`config.mk`:
```
export PLATFORM = sky130hd
export DESIGN_NAME = i2c_cond_det
export DESIGN_NICKNAME = d
export VERILOG_FILES = /design/src/rtl/i2c_cond_pkg.sv /design/src/rtl/i2c_cond_sync.sv /design/src/rtl/i2c_cond_timing.sv /design/src/rtl/i2c_cond_track.sv /design/src/rtl/i2c_cond_det.sv
export SDC_FILE = /design/constraint.sdc
export NUM_CORES = 1
export LEC_CHECK = 0
export BUFFER_PORTS_ARGS = -buffer_cell sky130_fd_sc_hd__buf_2
export CAP_MARGIN = 20
export CELL_PAD_IN_SITES_DETAIL_PLACEMENT = 1
export CELL_PAD_IN_SITES_GLOBAL_PLACEMENT = 1
export CORE_MARGIN = 2
export CORE_UTILIZATION = 49
export CTS_CLUSTER_DIAMETER = 30
export CTS_CLUSTER_SIZE = 40
export DETAILED_ROUTE_END_ITERATION = 12
export PLACE_DENSITY_LB_ADDON = 0.1
export SLEW_MARGIN = 0
export SYNTH_ARGS = -nofsm -noshare
export SYNTH_HDL_FRONTEND = slang
export SYNTH_SLANG_ARGS = --single-unit
```
`constraint.sdc`:
```
create_clock -name clk -period 5.4 [get_ports clk]
set_input_delay 0.54 -clock clk [delete_from_list [all_inputs] [get_ports clk]]
set_output_delay 0.54 -clock clk [all_outputs]
set_load 0.03 [all_outputs]
```
`src/rtl/i2c_cond_pkg.sv`:
```
package i2c_cond_pkg;

    localparam int TIM_W_DEF = 5;
    localparam int CNT_W_DEF = 8;

    typedef enum logic [1:0] {
        SEQ_IDLE = 2'd0,
        SEQ_HOLD = 2'd1
    } seq_e;

    // Effective even timing value: 0 becomes 2, odd v becomes v+1
    function automatic logic [TIM_W_DEF:0] even_val(input logic [TIM_W_DEF-1:0] v);
        logic [TIM_W_DEF:0] ext;
        ext = {1'b0, v};
        if (ext == '0) begin
            even_val = (TIM_W_DEF+1)'(2);
        end else if (ext[0]) begin
            even_val = ext + (TIM_W_DEF+1)'(1);
        end else begin
            even_val = ext;
        end
    endfunction

endpackage

```
`src/rtl/i2c_cond_sync.sv`:
```
module i2c_cond_sync #(
    parameter int W      = 2,
    parameter int STAGES = 2
) (
    input  logic         clk,
    input  logic         rst,
    input  logic [W-1:0] d_i,
    output logic [W-1:0] q_o
);
    logic [W-1:0] stage_d [STAGES];
    logic [W-1:0] stage_q [STAGES];

    always_comb begin
        stage_d[0] = d_i;
        for (int i = 1; i < STAGES; i++) begin
            stage_d[i] = stage_q[i-1];
        end
    end

    // Idle bus level is high, so reset to ones avoids a false edge
    always_ff @(posedge clk) begin
        for (int i = 0; i < STAGES; i++) begin
            if (rst) stage_q[i] <= '1;
            else     stage_q[i] <= stage_d[i];
        end
    end

    assign q_o = stage_q[STAGES-1];
endmodule

```
`src/rtl/i2c_cond_timing.sv`:
```
module i2c_cond_timing
    import i2c_cond_pkg::*;
#(
    parameter int TW      = TIM_W_DEF,
    parameter int CW      = CNT_W_DEF,
    parameter int HS_REL  = 8,
    parameter int HS_SU   = 4,
    parameter int HS_HD   = 4,
    parameter int HS_FLAG = 7
) (
    input  logic          hs_mode_i,
    input  logic [TW-1:0] tim_val_i,
    output logic [CW-1:0] rel_o,
    output logic [CW-1:0] setup_o,
    output logic [CW-1:0] hold_o,
    output logic [CW-1:0] flag_o
);
    logic [TW:0]   ev;
    logic [CW-1:0] ev_w;

    always_comb begin
        ev   = even_val(tim_val_i);
        ev_w = CW'(ev);
        if (hs_mode_i) begin
            rel_o   = CW'(HS_REL);
            setup_o = CW'(HS_SU);
            hold_o  = CW'(HS_HD);
            flag_o  = CW'(HS_FLAG);
        end else begin
            // counts in half reference cycles: 2*(E+1), 2*(E/2+1)
            rel_o   = (ev_w << 1) + CW'(2);
            setup_o = ev_w + CW'(2);
            hold_o  = ev_w + CW'(2);
            flag_o  = ev_w + CW'(2);
        end
    end
endmodule

```
`src/rtl/i2c_cond_track.sv`:
```
module i2c_cond_track #(
    parameter int CW = 8
) (
    input  logic          clk,
    input  logic          rst,
    input  logic          scl_s,
    input  logic          sda_s,
    output logic          sda_edge_o,
    output logic [CW-1:0] scl_run_o,
    output logic [CW-1:0] sda_run_o
);
    localparam logic [CW-1:0] RUN_MAX = '1;

    typedef struct packed {
        logic          sda_p;
        logic [CW-1:0] scl_run;
        logic [CW-1:0] sda_run;
    } trk_t;

    trk_t trk_d, trk_q;

    always_comb begin
        trk_d       = trk_q;
        trk_d.sda_p = sda_s;
        if (!scl_s)                        trk_d.scl_run = '0;
        else if (trk_q.scl_run != RUN_MAX) trk_d.scl_run = trk_q.scl_run + CW'(1);
        if (sda_s != trk_q.sda_p)          trk_d.sda_run = '0;
        else if (trk_q.sda_run != RUN_MAX) trk_d.sda_run = trk_q.sda_run + CW'(1);
    end

    always_ff @(posedge clk) begin
        if (rst) begin
            trk_q.sda_p   <= 1'b1;
            trk_q.scl_run <= '0;
            trk_q.sda_run <= '0;
        end else begin
            trk_q <= trk_d;
        end
    end

    assign sda_edge_o = (sda_s != trk_q.sda_p);
    assign scl_run_o  = trk_q.scl_run;
    assign sda_run_o  = trk_q.sda_run;
endmodule

```
`src/rtl/i2c_cond_det.sv`:
```
module i2c_cond_det
    import i2c_cond_pkg::*;
#(
    parameter int TW     = TIM_W_DEF,
    parameter int CW     = CNT_W_DEF,
    parameter int STAGES = 2
) (
    input  logic          clk,
    input  logic          rst,
    input  logic          scl_i,
    input  logic          sda_i,
    input  logic          hs_mode_i,
    input  logic          master_i,
    input  logic [TW-1:0] tim_val_i,
    output logic          bus_busy_o,
    output logic          start_o,
    output logic          stop_o,
    output logic          irq_o
);
    localparam int LINES = 2;

    typedef struct packed {
        seq_e          seq;
        logic [CW-1:0] cnt;
        logic          tgt;
        logic          busy;
        logic          start;
        logic          stop;
        logic          irq;
    } det_t;

    logic [LINES-1:0] line_s;
    logic             scl_s, sda_s, sda_edge;
    logic [CW-1:0]    scl_run, sda_run;
    logic [CW-1:0]    w_rel, w_setup, w_hold, w_flag;
    det_t             det_d, det_q;

    i2c_cond_sync #(.W(LINES), .STAGES(STAGES)) sync_i (
        .clk (clk),
        .rst (rst),
        .d_i ({scl_i, sda_i}),
        .q_o (line_s)
    );
    assign scl_s = line_s[1];
    assign sda_s = line_s[0];

    i2c_cond_timing #(.TW(TW), .CW(CW)) timing_i (
        .hs_mode_i (hs_mode_i),
        .tim_val_i (tim_val_i),
        .rel_o     (w_rel),
        .setup_o   (w_setup),
        .hold_o    (w_hold),
        .flag_o    (w_flag)
    );

    i2c_cond_track #(.CW(CW)) track_i (
        .clk        (clk),
        .rst        (rst),
        .scl_s      (scl_s),
        .sda_s      (sda_s),
        .sda_edge_o (sda_edge),
        .scl_run_o  (scl_run),
        .sda_run_o  (sda_run)
    );

    always_comb begin
        det_d       = det_q;
        det_d.start = 1'b0;
        det_d.stop  = 1'b0;
        det_d.irq   = 1'b0;
        unique case (det_q.seq)
            SEQ_IDLE: begin
                // qualify an SDA edge against release and setup windows
                if (sda_edge && scl_s && (scl_run >= w_rel) && (sda_run >= w_setup)) begin
                    det_d.seq = SEQ_HOLD;
                    det_d.cnt = CW'(1);
                    det_d.tgt = sda_s;
                end
            end
            SEQ_HOLD: begin
                if ((det_q.cnt < w_hold) && (!scl_s || (sda_s != det_q.tgt))) begin
                    det_d.seq = SEQ_IDLE;
                end else if (det_q.cnt >= w_flag) begin
                    det_d.seq = SEQ_IDLE;
                    if (det_q.tgt) begin
                        det_d.busy = 1'b0;
                        det_d.stop = 1'b1;
                        det_d.irq  = !master_i;
                    end else begin
                        det_d.busy  = 1'b1;
                        det_d.start = 1'b1;
                    end
                end else begin
                    det_d.cnt = det_q.cnt + CW'(1);
                end
            end
            default: det_d.seq = SEQ_IDLE;
        endcase
    end

    always_ff @(posedge clk) begin
        if (rst) begin
            det_q.seq   <= SEQ_IDLE;
            det_q.cnt   <= '0;
            det_q.tgt   <= 1'b0;
            det_q.busy  <= 1'b0;
            det_q.start <= 1'b0;
            det_q.stop  <= 1'b0;
            det_q.irq   <= 1'b0;
        end else begin
            det_q <= det_d;
        end
    end

    assign bus_busy_o = det_q.busy;
    assign start_o    = det_q.start;
    assign stop_o     = det_q.stop;
    assign irq_o      = det_q.irq;
endmodule

```
==> results.toml <==
[run_status]
status = "complete, no violations"

[timing]
rsz0062_at_grt = "false"
max_freq_mhz = 275.1
worst_pin_slew_ns = 1.035
max_slew_margin = 0.2991
fin_skew_ns = 0.004806
period_minus_slack_ns = 3.634
setup_tns_ns = 0
setup_viol = 0
hold_viol = 0
post-route-period-util = 0.6730
slew_viol_final = 0

[setup_path]
crit_start = "tim_val_i[0]"
critPathRequiredTime_ns = 5.63
cpPeakStageDelay_ns = 0.40
crit_slowest_cell = "or3_1"
cp.arrival_ns = 3.86
crit_buf_inv = 1
path_class = "in2reg"
crit_family = "compound AO/OA/AOI/OAI gates"
critPathCaptureType = "flip-flop"
r2r-start = "track_i.sda_run_o[1]"
critPathLaunchType = "primary input"
critPathMaxFanout = 10
crit_chain = "buf_2, ha_1, nand2_1, and2_1, o21ai_0, nand2b_1, nor2_1, o21ai_0, ha_1, a21o_2, a21oi_1, a21boi_0, nand2_2, or3_1, a31oi_1"

[clock_tree]
path_clk_slew_ns = 0.07
post_cts_resized = 0
clockBufferDepth = 2
postCtsSetupBuffers = 0
cts_tree = "built"
root_buffer = "clkbuf_8"
cts_buffers = 5
numClockSinks = 35
htree_levels = 2
hold_buffers = 0
clk_latency_ns = 0.29

[logic_synthesis]
synthesis.area_mm2 = 0.002150
async_reset_ff_frac = 0
ys_types = 51
synth_edf_count = 0
synth_seq_cells = 35
synthCells = 255
synth.avg_cell_area_um2 = 8.430
synth-main-ff-cell = "dfxtp_1"
ys_warn_count = 0
yosysSeqAreaShare = 0.3260

[die]
ios = 15
initial_core_util = 0.5006
die_w_um = 70.24
num_rows = 24
dieArea_mm2 = 0.004933
core_area_mm2 = 0.004294
die_h_um = 70.24

[finish]
antenna_cells = 0
nets = 307
fillers = 552
area_delta_synth_final_pct = 9.779
drive_gt1_frac = 0.1392

[detailed_routing]
routed_wirelength_mm = 5.077
routed_via_density = 5.785
drt_first_pass_iters = 4
drtIter0Drc = 45
wire_per_inst_um = 15.62
postRouteAntennaNets = 0
via_count = 1880
drc_errors = 0

[placed_design]
port_buffers = 14
dp_hpwl_mm = 3.887
gp_congestion = 0.7972

[hold_path]
hold_class = "in2reg"
hp-start = "master_i"

[grt]
antenna_found_initial = 0
grt_pass1_vias = 1890
grt_max_degree = 21
grtUsageTotal = 0.2224
grt_overflow = 0
grt_pass1_wl_mm = 8.687

[pwr]
leakagePower_nw = 0.9518
p_per_area_mw_per_mm2 = 229.3
power.total_w = 0.0005412
max-vdd-ir-drop_mv = 0.1657

[flow_run]
cap_violations = 0
metal layers:
metal  wire length (µm)  global-route usage
met1               2563              0.3043
met2               2292              0.3470
met3                139             0.04762
met4                 81             0.07479
met5                  0                   0
cells in the final DEF, fill, tap and decap left out, types with 3 or more instances in the layout:
cell type / n
a31oi_1: 6
buf_2: 14
or2_2: 10
o21ai_0: 11
inv_1: 12
nand4_1: 5
xnor2_1: 5
a21boi_0: 3
nand2b_1: 4
xor2_1: 5
nor3_1: 6
nor2_1: 29
clkbuf_8: 7
dfxtp_1: 35
a21oi_1: 11
nor2b_1: 3
nand2_1: 17
or3_1: 5
and3_1: 4
nand3_1: 18
ha_1: 24
area by class of cell:
cell class / count / area, µm² / area share
tap: 52 / 65.06 / 0.02757
sequential: 35 / 700.7 / 0.2969
clock buffer: 7 / 96.34 / 0.04083
timing repair buffer: 14 / 70.07 / 0.02969
multi-input combinational: 204 / 1375 / 0.5827
inverter: 12 / 45.04 / 0.01909
clock inverter: 1 / 7.507 / 0.003181
synthesized netlist by cell type, types with 6 or more instances:
cell | number | area (µm²)
nor3_1 | 6 | 30.03
a21oi_1 | 11 | 55.05
nand2_1 | 17 | 63.81
inv_1 | 12 | 45.04
or2_2 | 10 | 62.56
nor2_1 | 29 | 108.9
nand3_1 | 18 | 90.09
a31oi_1 | 6 | 37.54
dfxtp_1 | 35 | 700.7
o21ai_0 | 11 | 55.05
ha_1 | 24 | 300.3
metrics by stage:
step                utilization  setup slack, ns  area (µm²)  instances  hold slack [ns]
floorplan                     -            2.237        2153        256           0.3895
global placement         0.5254            1.723        2256        317           0.3922
detailed placement       0.5254            1.551        2256        317           0.4018
CTS                      0.5495            1.827        2360        325           0.3966
global route             0.5495            1.440        2360        325           0.4124
finish                   0.5495            1.766        2360        325           0.4001
state kept, by name (all words and copies together), names as in the netlist:
signal             flops
bus_busy_o             1
stop_o                 1
start_o                1
sync_i.stage_q         4
track_i.trk_q          1
track_i.scl_run_o      8
irq_o                  1
det_q                 10
track_i.sda_run_o      8
where the power goes:
part	switching [W]	leakage, nW	internal (W)
Sequential	0.00000473	0.284	0.000263
Clock	0.0000983	0.0505	0.000116
Combinational	0.0000346	0.617	0.0000243
Total	0.000138	0.952	0.000403
logic make-up after synthesis:
group                      after synthesis  synth area share
DFF                                     35            0.3260
other                                    1          0.001745
buffers and inverters                   17           0.03609
and+or+nand+nor                        118            0.2945
AOI/OAI and AO/OA                       48            0.1519
xor gates and xnor gates                10           0.04074
muxes                                    2          0.009314
adders and majority gates               24            0.1397
worst paths after layout:
check                                       endpoint  slack, ns  cells after the start
worst max-delay path                       det_q[10]       1.77                     15
worst min-delay path                           irq_o       0.40                      2
worst min register to register  sync_i.stage_q[1][0]       0.42                      1
worst max register to register              det_q[6]       2.96                      8
Power figures use the tool's default switching activity.
